--- src/rtl/lg_pkg.sv ---
package lg_pkg;
  localparam int LG_LVL_W = 4;
  typedef logic [LG_LVL_W-1:0] lg_level_t;
endpackage

--- src/rtl/lg_wptr.sv ---
module lg_wptr #(
  parameter int ROWS  = 5,
  parameter int COLS  = 5,
  parameter int ROW_W = 3,
  parameter int COL_W = 3
) (
  input  logic             clk,
  input  logic             rst_n,
  input  logic             sel_i,
  input  logic             feed_i,
  input  logic             wr_valid_i,
  output logic             wr_ready_o,
  output logic             wr_en_o,
  output logic [ROW_W-1:0] wr_row_o,
  output logic [COL_W-1:0] wr_col_o
);
  localparam logic [COL_W-1:0] COL_FULL = COL_W'(COLS);
  localparam logic [ROW_W-1:0] ROW_LAST = ROW_W'(ROWS - 1);

  logic [ROW_W-1:0] row_q;
  logic [COL_W-1:0] col_q;
  logic             accept;

  assign wr_ready_o = !(sel_i || feed_i);
  assign accept     = wr_valid_i && wr_ready_o;
  assign wr_en_o    = accept && (col_q != COL_FULL);
  assign wr_row_o   = row_q;
  assign wr_col_o   = col_q;

  always_ff @(posedge clk) begin
    if (!rst_n) begin
      row_q <= '0;
      col_q <= '0;
    end else if (sel_i) begin
      row_q <= '0;
      col_q <= '0;
    end else if (feed_i) begin
      col_q <= '0;
      row_q <= (row_q == ROW_LAST) ? '0 : row_q + 1'b1;
    end else if (wr_en_o) begin
      col_q <= col_q + 1'b1;
    end
  end

  // select always lands on the top-left position
  a_r5_sel_top: assert property (@(posedge clk) disable iff (!rst_n)
    sel_i |=> (row_q == '0) && (col_q == '0));
  // feed from the last line wraps to line 0
  a_r4_feed_wrap: assert property (@(posedge clk) disable iff (!rst_n)
    (feed_i && !sel_i && row_q == ROW_LAST) |=> (row_q == '0) && (col_q == '0));
  // column never runs past the saturation point
  a_r3_col_bound: assert property (@(posedge clk) disable iff (!rst_n)
    col_q <= COL_FULL);
  // a write on a full line does not move the position
  a_r3_full_hold: assert property (@(posedge clk) disable iff (!rst_n)
    (accept && col_q == COL_FULL) |=> $stable(col_q) && $stable(row_q));
  // a stored write advances the column by one
  a_r2_advance: assert property (@(posedge clk) disable iff (!rst_n)
    wr_en_o |=> col_q == $past(col_q) + 1'b1);
endmodule

--- src/rtl/lg_store.sv ---
module lg_store
  import lg_pkg::*;
#(
  parameter int ROWS  = 5,
  parameter int COLS  = 5,
  parameter int ROW_W = 3,
  parameter int COL_W = 3
) (
  input  logic                      clk,
  input  logic                      rst_n,
  input  logic                      wr_en_i,
  input  logic [ROW_W-1:0]          wr_row_i,
  input  logic [COL_W-1:0]          wr_col_i,
  input  lg_level_t                 wr_lvl_i,
  input  logic [ROW_W-1:0]          rd_row_i,
  output lg_level_t [COLS-1:0]      rd_lvl_o
);
  lg_level_t mem [ROWS][COLS];

  always_ff @(posedge clk) begin
    if (!rst_n) begin
      for (int r = 0; r < ROWS; r++)
        for (int c = 0; c < COLS; c++)
          mem[r][c] <= '0;
    end else if (wr_en_i) begin
      mem[wr_row_i][wr_col_i] <= wr_lvl_i;
    end
  end

  for (genvar c = 0; c < COLS; c++) begin : g_rd
    assign rd_lvl_o[c] = mem[rd_row_i][c];
  end
endmodule

--- src/rtl/lg_scan.sv ---
module lg_scan
  import lg_pkg::*;
#(
  parameter int ROWS  = 5,
  parameter int COLS  = 5,
  parameter int ROW_W = 3
) (
  input  logic                 clk,
  input  logic                 rst_n,
  input  lg_level_t [COLS-1:0] lvl_i,
  output logic [ROW_W-1:0]     scan_row_o,
  output logic [ROWS-1:0]      row_o,
  output logic [COLS-1:0]      col_o
);
  localparam logic [ROW_W-1:0] ROW_LAST = ROW_W'(ROWS - 1);

  lg_level_t        pwm_q;
  logic [ROW_W-1:0] scan_q;

  always_ff @(posedge clk) begin
    if (!rst_n) begin
      pwm_q  <= '0;
      scan_q <= '0;
    end else begin
      pwm_q <= pwm_q + 1'b1;
      if (pwm_q == '1)
        scan_q <= (scan_q == ROW_LAST) ? '0 : scan_q + 1'b1;
    end
  end

  assign scan_row_o = scan_q;

  for (genvar r = 0; r < ROWS; r++) begin : g_row
    assign row_o[r] = (scan_q == ROW_W'(r));
  end

  for (genvar c = 0; c < COLS; c++) begin : g_col
    assign col_o[c] = lvl_i[c] > pwm_q;
    // a dark level never lights its column
    a_r7_zero_dark: assert property (@(posedge clk) disable iff (!rst_n)
      (lvl_i[c] == '0) |-> !col_o[c]);
  end

  // exactly one row strobe at a time
  a_r8_onehot: assert property (@(posedge clk) disable iff (!rst_n)
    $countones(row_o) == 1);
  // the row only changes at the start of a PWM period
  a_r8_hold: assert property (@(posedge clk) disable iff (!rst_n)
    (pwm_q != '0) |-> $stable(row_o));
endmodule

--- src/rtl/lightgrid_ctrl.sv ---
module lightgrid_ctrl
  import lg_pkg::*;
#(
  parameter int ROWS = 5,
  parameter int COLS = 5
) (
  input  logic            clk,
  input  logic            rst_n,
  input  logic            sel_i,
  input  logic            feed_i,
  input  logic            wr_valid_i,
  output logic            wr_ready_o,
  input  logic [7:0]      wr_data_i,
  output logic [ROWS-1:0] row_o,
  output logic [COLS-1:0] col_o
);
  localparam int ROW_W = (ROWS > 1) ? $clog2(ROWS) : 1;
  localparam int COL_W = $clog2(COLS + 1);

  logic             wr_en;
  logic [ROW_W-1:0] wr_row;
  logic [COL_W-1:0] wr_col;
  logic [ROW_W-1:0] scan_row;
  lg_level_t [COLS-1:0] row_lvl;

  lg_wptr #(.ROWS(ROWS), .COLS(COLS), .ROW_W(ROW_W), .COL_W(COL_W)) u_wptr (
    .clk(clk), .rst_n(rst_n), .sel_i(sel_i), .feed_i(feed_i),
    .wr_valid_i(wr_valid_i), .wr_ready_o(wr_ready_o), .wr_en_o(wr_en),
    .wr_row_o(wr_row), .wr_col_o(wr_col)
  );

  lg_store #(.ROWS(ROWS), .COLS(COLS), .ROW_W(ROW_W), .COL_W(COL_W)) u_store (
    .clk(clk), .rst_n(rst_n), .wr_en_i(wr_en), .wr_row_i(wr_row),
    .wr_col_i(wr_col), .wr_lvl_i(wr_data_i[LG_LVL_W-1:0]),
    .rd_row_i(scan_row), .rd_lvl_o(row_lvl)
  );

  lg_scan #(.ROWS(ROWS), .COLS(COLS), .ROW_W(ROW_W)) u_scan (
    .clk(clk), .rst_n(rst_n), .lvl_i(row_lvl), .scan_row_o(scan_row),
    .row_o(row_o), .col_o(col_o)
  );
endmodule

--- config.mk ---
export PLATFORM = sky130hd
export DESIGN_NAME = lightgrid_ctrl
export DESIGN_NICKNAME = d
export VERILOG_FILES = /design/src/rtl/lg_pkg.sv /design/src/rtl/lg_wptr.sv /design/src/rtl/lg_store.sv /design/src/rtl/lg_scan.sv /design/src/rtl/lightgrid_ctrl.sv
export SDC_FILE = /design/constraint.sdc
export NUM_CORES = 1
export LEC_CHECK = 0
export BUFFER_PORTS_ARGS = -buffer_cell sky130_fd_sc_hd__buf_2
export CORE_MARGIN = 2
export CORE_UTILIZATION = 55
export CTS_BUF_LIST = sky130_fd_sc_hd__clkbuf_2
export DETAILED_ROUTE_END_ITERATION = 10
export PLACE_DENSITY = 0.72
export SLEW_MARGIN = 20
export SYNTH_ARGS = -nofsm -noshare
export SYNTH_HDL_FRONTEND = slang
export SYNTH_SLANG_ARGS = --single-unit
--- constraint.sdc ---
create_clock -name clk -period 4.6 [get_ports clk]
set_input_delay 0.92 -clock clk [delete_from_list [all_inputs] [get_ports clk]]
set_output_delay 0.92 -clock clk [all_outputs]
set_load 0.01 [all_outputs]
# Word level (Yosys, flattened, before mapping)
# Memories as Yosys holds them, arrays and structs flattened. A register that Yosys moved wholly into a read port is not among the register bits.
# Cells that the tools add are included.
# word_totals
input_bits	13
ff_bits	13
out_inout_bits	11
ram_bits	100
n_memories	1
# classes
bitwise_logic	2
order_cmp	7
add_sub_neg	4
reduce_logical	9
mux	13
eq_ne	7
# memory_table
memory	words	width	rd	rd_clocked_by_memory_dff	wr	line	source
u_store.mem	5	20	1	1	5	lg_store.sv:18	lg_level_t mem [ROWS][COLS];
# op_table
cell	count
$mux W20	3
$gt A4 B4 Y1	5
$reduce_or A20 Y1	1
$mux W3	5
$demux W4 S3	1
$add A3 B1 Y3 const B	3
$eq A3 B2 Y1 const B	2
$eq A3 B3 Y1 const B	2
$add A4 B1 Y4 const B	1
$eq A4 B4 Y1 const B	1
$ge A4 B4 Y1 const B	1
$lt A4 B1 Y1 const B	1
$mux W4	1
$not A3 Y4	1
$eq A3 B1 Y1 const B	1
$logic_and A1 B1 Y1	3
$logic_not A3 Y1	1
$mux W1	3
$ne A3 B3 Y1 const B	1
$reduce_or A3 Y1	1
$reduce_or A2 Y1	1
$logic_not A1 Y1	1
$logic_or A1 B1 Y1	1
$not A1 Y1	1

# Longest topological paths before layout
# Gate-level depths: netlist (run 1).
# logic_depth
ltp_word	9
depth_mapped	8
depth_no_buf	6

# Modules after synthesis
# From an unflattened synthesis (run 1), not the netlist that was laid out.
# hier_totals
cells_unflattened	573
area_unflattened_um2	8125.3
# modules_own_cells
module	cells_per_inst	seq_area_each_um2	area_each_um2	n_inst
lg_store	443	4804.6	6984.2	1
lg_scan	94	140.1	803.3	1
lg_wptr	36	120.1	337.8	1

# Worst setup path after synthesis (run 1)
# No wires, ideal clock.
# synth_timing
path_kind	register -> output
start	register with a tool-made name
end	output port col_o[4]
arrival_time_ps	2170
setup_slack_ps	1510
path_stages_with_launch	9
cell_sequence	dfxtp_1 clkbuf_1 buf_2 mux4_2 mux2_2 ha_1 nor2b_1 o211ai_1 a21oi_1
# synth_lines
element	line	source
end, declared	lightgrid_ctrl.sv:15	output logic [COLS-1:0] col_o

==> out/metrics.yaml, run 1 <==
outcome: "completed"
cp_max_fo: 40
critical_path.reg2reg.startpoint: "u_wptr.wr_col_o[1]"
timing.final.hold_violations: 0
netlist-cell-type-count: 43
global_route.overflow_total: 0
worst_clock_skew_ps: 26.2
finalInstanceArea_um2: 8850
via_count: 4858
number_of_flip_flops_and_latches_in_the_synthesized_netlist: 176
adder_cell_share_of_the_synthesized_area_pct: 4.47
grt_first_pass_wirelength_um: 27100
critical_path.endpoint: "col_o[0]"
global_route.peak_usage_layer: "met2"
first_global_vias: 4870
post_cts_resize_count: 0
fp.dieArea_um2: 16300
cts_setup_buffers: 0
ctsHtreeMaxLevel: 4
holdCritPathClass: "primary input to flop"
place.detailed.instances: 745
worst_slew_pin_slew_ps: 998
final.period_utilization_pct: 89.2
port_buffer_count: 19
synthesis.area_um2: 8400
die_height_um: 128
post_route_cells_drive_above_1_share_pct: 25.8
initial_core_util_pct: 55.7
p_sw_share_pct: 23.9
routedWlPerCell_um: 21.7
net-switching-power_w: 0.000654
hpwl_um: 11600
clkTransAtPathRegs_ps: 220
dr.first_iter.drc_count: 500
power_report.internal_total_w: 0.00208
clk_root_buffer_cell: "clkbuf_2"
timing.final.crit_period_ps: 4100
setup_viol: 0
synthMuxAreaShare_pct: 13.7
final.setup.worst_slack_ps: 498
setup_repair_after_global_routing_missed_its_margin: "no"
cap_violations: 0
grt.met1_usage_pct: 31.6
combinationalPowerShare_pct: 6.5
syn_area_per_cell_um2: 14.8
worst_skew_pair_later_pin_latency_ps: 750
totalWireLength_um: 16900
length_of_the_first_detailed_routing_pass_in_iterations: 5
synth_xor_area_share_pct: 0.313
grt_antenna_before_repair: 1
gp_congestion: 0.799
finalSetupTns_ps: 0
worstReg2RegEnd: "u_store.mem[1][16]"
synth_cells: 568
placed_cell_area_um2: 8620
die_w_um: 128
register_area_um2: 5130
crit_path_start_kind: "flop"
layout-area-overhead-vs-synth_pct: 5.38
clkPwrFrac_pct: 28.2
pre_cts_slack_ps: 1280
synth-compound-area-share_pct: 3.40
fillCellCount: 1182
max_freq_mhz: 244
total_cts_buffers: 17
drc: 0
antenna_left: 0
maxSlewViolCount: 0
seq_area_frac_synth_pct: 61.0
stdcell_count: 778
synthesis.nets: 611
power.total_w: 0.00273
nNetsFinal: 619
synth_top_family_by_area: "simple AND/OR/NAND/NOR gates"
r2r_setup_slk_ps: 1550
seq_power_share_pct: 65.3
cts_buffer_depth: 2
slew_headroom_pct: 32.8
use_met2_pct: 35.1
io-pin-count: 24
clock-sinks: 176
synth_edf_count: 160
footprint_of_the_multi_input_gates_um2: 3030
worst-endpoint-arrival_ps: 3180
vias_per_cell: 6.24
cts_hold_buf: 0
fp.coreArea_um2: 15100
tritoncts: "yes"
critical_path_class: "flop to primary output"
worstSetupEndpointType: "primary output"
placementRows: 45
groute.usage.overall_pct: 22.4
vdd_ir_drop_max_mv: 0.143
power.density_nw_per_um2: 309
ys.flop_type: "edfxtp_1"
async_reset_ff_share_pct: 0
yosysWarningCount: 0
worst-endpoint-required_ps: 3680
pin_count_of_the_biggest_net_entering_global_routing: 41
synth_simple_gate_area_share_pct: 14.0
globalRouteMet3Util_pct: 4.94
static_leakage_nw: 3.01
worst_r2r_path_depth: 5
[critical path: stages, from the launching register on]
cell,delay (ps)
dfxtp_2,390
buf_12,280
mux4_2,550
mux2_2,280
ha_1,310
nor2b_1,120
o21ai_0,90
a21oi_1,200
buf_2,170
[layout by cell type, fill, tap and decap left out, drive strengths merged, types with 12 or more instances in the layout]
master  Yosys  final
mux2       16     16
clkbuf     13     17
edfxtp    160    160
nor2       49     49
mux4       40     40
inv        11     14
nand2      17     17
nor3       63     63
dfxtp      16     16
nand3      12     12
ha         30     30
a21oi      12     12
o21ai      30     30
buf        28     30
[worst min-delay path by stage]
stage / startpoint / endpoint / slack (ps) / cells past startpoint
floorplan: u_scan.pwm_q[0] / u_scan.pwm_q[0] / 480 / 1
global placement: u_scan.scan_row_o[0] / flop / 510 / 2
detailed placement: u_scan.scan_row_o[0] / flop / 520 / 2
CTS: feed_i / u_wptr.wr_row_o[0] / 430 / 3
global route: feed_i / u_wptr.wr_row_o[0] / 440 / 3
finish: feed_i / u_wptr.wr_row_o[0] / 500 / 3
[layer usage]
layer / part of all wire, % / vias to the layer above
met3: 6.8 / 21
met5: 0 / -
met2: 48 / 177
li1: - / 2221
met1: 44 / 2439
met4: 1.6 / 0
[power by group through the flow]
stage | sequential, W | clock [W] | combinational, W
after floorplan | 0.00181 | 0 | 0.000125
after global placement | 0.00182 | 0 | 0.000169
after detailed placement | 0.00182 | 0 | 0.000177
after CTS | 0.00178 | 0.000781 | 0.000178
after global routing | 0.00179 | 0.000827 | 0.000197
final | 0.00178 | 0.000769 | 0.000178
[cells in the mapped netlist, drive strengths merged, types with 6 or more instances]
master    n  area share (%)
nand2    17            0.76
ha       30             4.5
o21ai    30             1.8
nor2     49             2.2
nor3     63             5.5
inv      11            0.49
nand3    12            0.71
buf      28             2.0
edfxtp  160              57
mux2i     7            0.83
mux2     16             2.1
dfxtp    16             3.8
a21oi    12            0.71
nand2b    7            0.52
mux4     40              11
nor2b     8            0.60
a31oi     6            0.63
clkbuf   13            0.58
[metrics by stage]
stage	utilization, %	hold WS [ps]
3_5_place_dp	57.1	524
3_3_place_gp	57.1	508
4_1_cts	58.7	431
5_1_grt	58.7	436
6_report	58.7	496
2_1_floorplan	-	478
[cell families after synthesis]
group	after synthesis
DFF	176
buffers and inverters	52
muxes	63
and+or+nand+nor	193
AOI/OAI and AO/OA	51
adders and majority gates	30
xor gates and xnor gates	3
[final cells by class]
cell class,count,share of cell area (%)
clock buffer,17,0.961
multi-input combinational,340,34.2
antenna,1,0.0283
timing repair buffer,30,2.15
tap,188,2.66
clock inverter,15,1.61
sequential,176,57.9
inverter,11,0.466
[registers in the layout (all words and copies together) (netlist names), named ones only]
name and count:
u_wptr.wr_col_o 3, u_scan.pwm_q 4, u_store.mem 160, u_wptr.wr_row_o 3
u_scan.scan_row_o 3
Power figures use the tool's default switching activity.
==> run 2: changes to the inputs <==
==> constraint.sdc (replaced) <==
create_clock -name clk -period 4.6 [get_ports clk]
set_input_delay 0.69 -clock clk [delete_from_list [all_inputs] [get_ports clk]]
set_output_delay 0.69 -clock clk [all_outputs]
set_load 0.01 [all_outputs]
==> out/metrics.yaml, run 2 (synthesis results as in run 1) <==
outcome: "completed"
worst-endpoint-arrival_ps: 3200
largest_reg_flops: 160
port_buffer_count: 19
via_count: 4899
clkTransAtPathRegs_ps: 220
maxSlewViolCount: 0
slew_headroom_pct: 31.9
initial_core_util_pct: 55.7
cts_buffer_depth: 2
pre_cts_slack_ps: 1430
final_common_cell: "edfxtp_1"
critical_path.reg2reg.startpoint: "u_wptr.wr_col_o[1]"
critical_path_class: "flop to primary output"
setup_viol: 0
die_height_um: 128
clk_root_buffer_cell: "clkbuf_2"
cts_hold_buf: 0
crit_slowest_cell: "buf_4"
cpLargestDelayFamily: "multiplexers"
totalWireLength_um: 16800
worst_slew_pin_slew_ps: 1020
routedWlPerCell_um: 21.6
vias_per_cell: 6.31
holdCritPathClass: "primary input to flop"
final.setup.worst_slack_ps: 705
drc: 0
grt_first_pass_wirelength_um: 26600
nNetsFinal: 617
registers.top_by_ff_count: "u_store.mem"
setup_repair_after_global_routing_missed_its_margin: "no"
fp.dieArea_um2: 16300
post_route_cells_drive_above_1_share_pct: 26.1
power.density_nw_per_um2: 309
cap_violations: 0
finalSetupTns_ps: 0
io-pin-count: 24
hpwl_um: 11600
worstPathCellList: "buf_4 > mux4_2 > mux2_2 > ha_1 > nor2b_1 > o21ai_0 > a21oi_1 > buf_2"
final_cell_mix: "edfxtp_1 (160), nor2_1 (48), mux4_2 (40)"
grt_antenna_before_repair: 1
crit_path_buffers_inverters: 2
clock-sinks: 176
layout-area-overhead-vs-synth_pct: 5.24
cts_setup_buffers: 0
dr.first_iter.drc_count: 436
worst_skew_pair_later_pin_latency_ps: 750
die_w_um: 128
holdCritStartpoint: "feed_i"
gp_congestion: 0.797
ctsHtreeMaxLevel: 4
slowest_delay_ps: 480
crit_path_start_kind: "flop"
worst-endpoint-required_ps: 3910
static_leakage_nw: 3.01
antenna_left: 0
max_freq_mhz: 257
length_of_the_first_detailed_routing_pass_in_iterations: 5
groute.usage.overall_pct: 22.2
worst_clock_skew_ps: 21.6
vdd_ir_drop_max_mv: 0.194
final.period_utilization_pct: 84.7
worstSetupEndpointType: "primary output"
placementRows: 45
timing.final.crit_period_ps: 3890
pin_count_of_the_biggest_net_entering_global_routing: 41
fp.coreArea_um2: 15100
post_cts_resize_count: 0
first_global_vias: 4882
reg.largest.list: "u_store.mem x160, u_scan.pwm_q x4"
fillCellCount: 1190
tritoncts: "yes"
global_route.overflow_total: 0
total_cts_buffers: 17
timing.final.hold_violations: 0
cp_max_fo: 40
-- run 2: worst paths after layout --
path / cells after the start / slack (ps) / end
worst max-delay path: 8 / 710 / col_o[0]
worst min-delay path: 3 / 280 / u_wptr.wr_row_o[0]
worst max register to register: 5 / 1660 / u_store.mem[1][16]
worst min register to register: 2 / 560 / u_scan.scan_row_o[2]
-- run 2: worst register-to-register path: stages (launching register included) --
cell,delay [ps]
dfxtp_1,640
inv_1,180
ha_1,270
nand2_1,250
nand3_1,500
o21ai_0,760
-- run 2: power breakdown --
part / total, W / leakage [nW] / switching [W] / internal (W)
registers: 0.00178 / 1.83 / 0.0000160 / 0.00177
logic: 0.000177 / 1.04 / 0.000113 / 0.0000641
clock network: 0.000769 / 0.137 / 0.000519 / 0.000250
total: 0.00273 / 3.01 / 0.000648 / 0.00208
-- run 2: layout make-up --
| class | count | area (um^2) | share of cell area [%] |
|---|---|---|---|
| timing repair buffer | 28 | 175 | 1.98 |
| tap | 188 | 235 | 2.66 |
| sequential | 176 | 5130 | 58.0 |
| clock buffer | 18 | 90.1 | 1.02 |
| clock inverter | 14 | 139 | 1.57 |
| multi-input combinational | 340 | 3030 | 34.3 |
| antenna | 1 | 2.50 | 0.0283 |
| inverter | 11 | 41.3 | 0.467 |
-- run 2: stage by stage --
stage	hold WS, ps	area [um^2]	total power [W]	cells	utilization [%]
2_1_floorplan	478	8400	0.00194	568	-
3_3_place_gp	510	8610	0.00199	743	57.0
3_5_place_dp	539	8610	0.00200	743	57.0
4_1_cts	231	8840	0.00274	775	58.6
5_1_grt	215	8840	0.00282	776	58.6
6_report	278	8840	0.00273	776	58.6
-- run 2: per-layer routing --
layer,global-route usage [%],up-vias,routed length [um]
met2,34.9,193,8220
met4,8.02,0,256
met5,0,-,0
met1,30.7,2467,7210
met3,5.32,22,1100
li1,-,2217,-
==> run 3: changes to the inputs <==
--- a/config.mk
+++ b/config.mk
@@ -10,7 +10,7 @@
 export CORE_UTILIZATION = 55
 export CTS_BUF_LIST = sky130_fd_sc_hd__clkbuf_2
 export DETAILED_ROUTE_END_ITERATION = 10
-export PLACE_DENSITY = 0.72
+export PLACE_DENSITY = 0.75
 export SLEW_MARGIN = 20
 export SYNTH_ARGS = -nofsm -noshare
 export SYNTH_HDL_FRONTEND = slang
==> constraint.sdc (replaced) <==
create_clock -name clk -period 3.4 [get_ports clk]
set_input_delay 0.51 -clock clk [delete_from_list [all_inputs] [get_ports clk]]
set_output_delay 0.51 -clock clk [all_outputs]
set_load 0.01 [all_outputs]
==> out/metrics.yaml, run 3 (synthesis results as in run 1) <==
outcome: "complete, but fails checks"
failed_checks: "negative setup slack"
die_height_um: 128
worstSetupEndpointType: "primary output"
timing.final.crit_period_ps: 3600
cp_max_fo: 5
length_of_the_first_detailed_routing_pass_in_iterations: 5
worst-endpoint-required_ps: 2890
placementRows: 45
layout-area-overhead-vs-synth_pct: 9.69
fp.coreArea_um2: 15100
grt_antenna_before_repair: 1
setup_viol: 5
vias_per_cell: 6.48
final.setup.worst_slack_ps: -201
antenna_left: 0
pin_count_of_the_biggest_net_entering_global_routing: 41
power.density_nw_per_um2: 390
cap_violations: 0
port_buffer_count: 19
cts_buffer_depth: 2
post_route_cells_drive_above_1_share_pct: 30.0
worstPathCellList: "buf_4 > clkbuf_16 > mux4_2 > mux2_4 > ha_4 > nand4_1 > o21ai_0 > a21oi_1 > buf_2"
worst_clock_skew_ps: 16.0
clock-sinks: 176
final_cell_mix: "edfxtp_1 (160), nor2_1 (49), mux4_2 (40)"
tritoncts: "yes"
initial_core_util_pct: 55.7
routedWlPerCell_um: 23.8
worst-endpoint-arrival_ps: 3090
reg.largest.list: "u_store.mem x160, u_scan.pwm_q x4"
slew_headroom_pct: 48.5
via_count: 5113
grt_first_pass_wirelength_um: 28000
holdCritPathClass: "primary input to flop"
hpwl_um: 12100
stdcell_count: 789
max_freq_mhz: 278
final.period_utilization_pct: 106
cts_hold_buf: 0
maxSlewViolCount: 0
placed_cell_area_um2: 8660
place.detailed.instances: 748
critical_path_class: "flop to primary output"
registers.top_by_ff_count: "u_store.mem"
timing.final.hold_violations: 0
crit_path_start_kind: "flop"
groute.usage.overall_pct: 23.4
die_w_um: 128
final_common_cell: "edfxtp_1"
clk_root_buffer_cell: "clkbuf_2"
finish.utilization_pct: 61.1
clkTransAtPathRegs_ps: 230
fp.dieArea_um2: 16300
drc: 0
first_global_vias: 5017
setup_repair_after_global_routing_missed_its_margin: "yes"
global_route.overflow_total: 0
worst_skew_pair_later_pin_latency_ps: 760
crit_path_buffers_inverters: 3
gp_congestion: 0.776
hold-worst-slack_ps: 70.0
finalInstanceArea_um2: 9220
io-pin-count: 24
vdd_ir_drop_max_mv: 0.279
total_cts_buffers: 17
ctsHtreeMaxLevel: 4
slowest_delay_ps: 550
crit_slowest_cell: "mux4_2"
largest_reg_flops: 160
static_leakage_nw: 3.12
dr.first_iter.drc_count: 622
nNetsFinal: 630
totalWireLength_um: 18700
worst_slew_pin_slew_ps: 767
cpLargestDelayFamily: "multiplexers"
[run 3: cell types whose count changed in the layout (fill, tap and decap cells not counted), moves of 3 or more]
cell	change
ha_4	+11
mux2_2	-6
o21ai_0	-3
buf_16	+3
clkbuf_16	+3
o21ai_1	+3
mux2_4	+6
buf_4	+5
ha_1	-11
[run 3: worst register-to-register path: cells and delay by family, from the launching register on]
family	cells	cell delay (ps)
buffers and inverters	1	200
flip-flops	1	640
AND/OR/NAND/NOR	2	1020
adder cells (fa/ha/maj)	1	280
AO/OA/AOI/OAI	1	460
[run 3: final cells by class]
cell class	instances	area (um^2)
Fill cell	1114	5870
Timing Repair Buffer	41	410
Inverter	11	41.3
Sequential cell	176	5130
Tap cell	188	235
Clock inverter	14	91.3
Antenna cell	1	2.50
Multi-Input combinational cell	340	3220
Clock buffer	18	90.1
[run 3: per-stage QoR]
step / setup slack, ps / TNS [ps] / total power [W]
2_1_floorplan: 720 / 0 / 0.00262
6_report: -201 / -958 / 0.00360
3_5_place_dp: 474 / 0 / 0.00271
5_1_grt: -295 / -1440 / 0.00370
3_3_place_gp: 542 / 0 / 0.00269
4_1_cts: -242 / -1130 / 0.00357
[run 3: metal layers]
| layer | part of all wire [%] | GRT usage [%] | up-vias | wire length [um] |
|---|---|---|---|---|
| met3 | 7.0 | 4.48 | 30 | 1310 |
| met5 | 0 | 0 | - | 0 |
| li1 | - | - | 2245 | - |
| met2 | 50 | 37.4 | 244 | 9440 |
| met1 | 41 | 31.7 | 2594 | 7600 |
| met4 | 2.1 | 9.89 | 0 | 394 |
[run 3: what timing repair did]
action,CTS,global route
setup endpoints to repair,5,5
gates resized for setup,11,21
pin swaps,0,7
buffers inserted,2,1
hold endpoints to repair,0,0
gates cloned,3,3
[run 3: path summary, 6_finish.rpt]
kind,start,endpoint,slack (ps),cells past startpoint
setup reg to reg,u_wptr.wr_col_o[1],u_store.mem[2][19],480,5
setup / recovery,flop,col_o[1],-200,9
hold / removal,feed_i,u_wptr.wr_row_o[0],70,3
hold reg to reg,u_scan.scan_row_o[2],u_scan.scan_row_o[2],570,2
[run 3: power by group]
part | total, W | switching [W] | internal, W | leakage (nW)
Sequential | 0.00242 | 0.0000234 | 0.00239 | 1.83
Combinational | 0.000274 | 0.000167 | 0.000107 | 1.19
Clock | 0.000906 | 0.000718 | 0.000188 | 0.109
Total | 0.00360 | 0.000909 | 0.00269 | 3.12
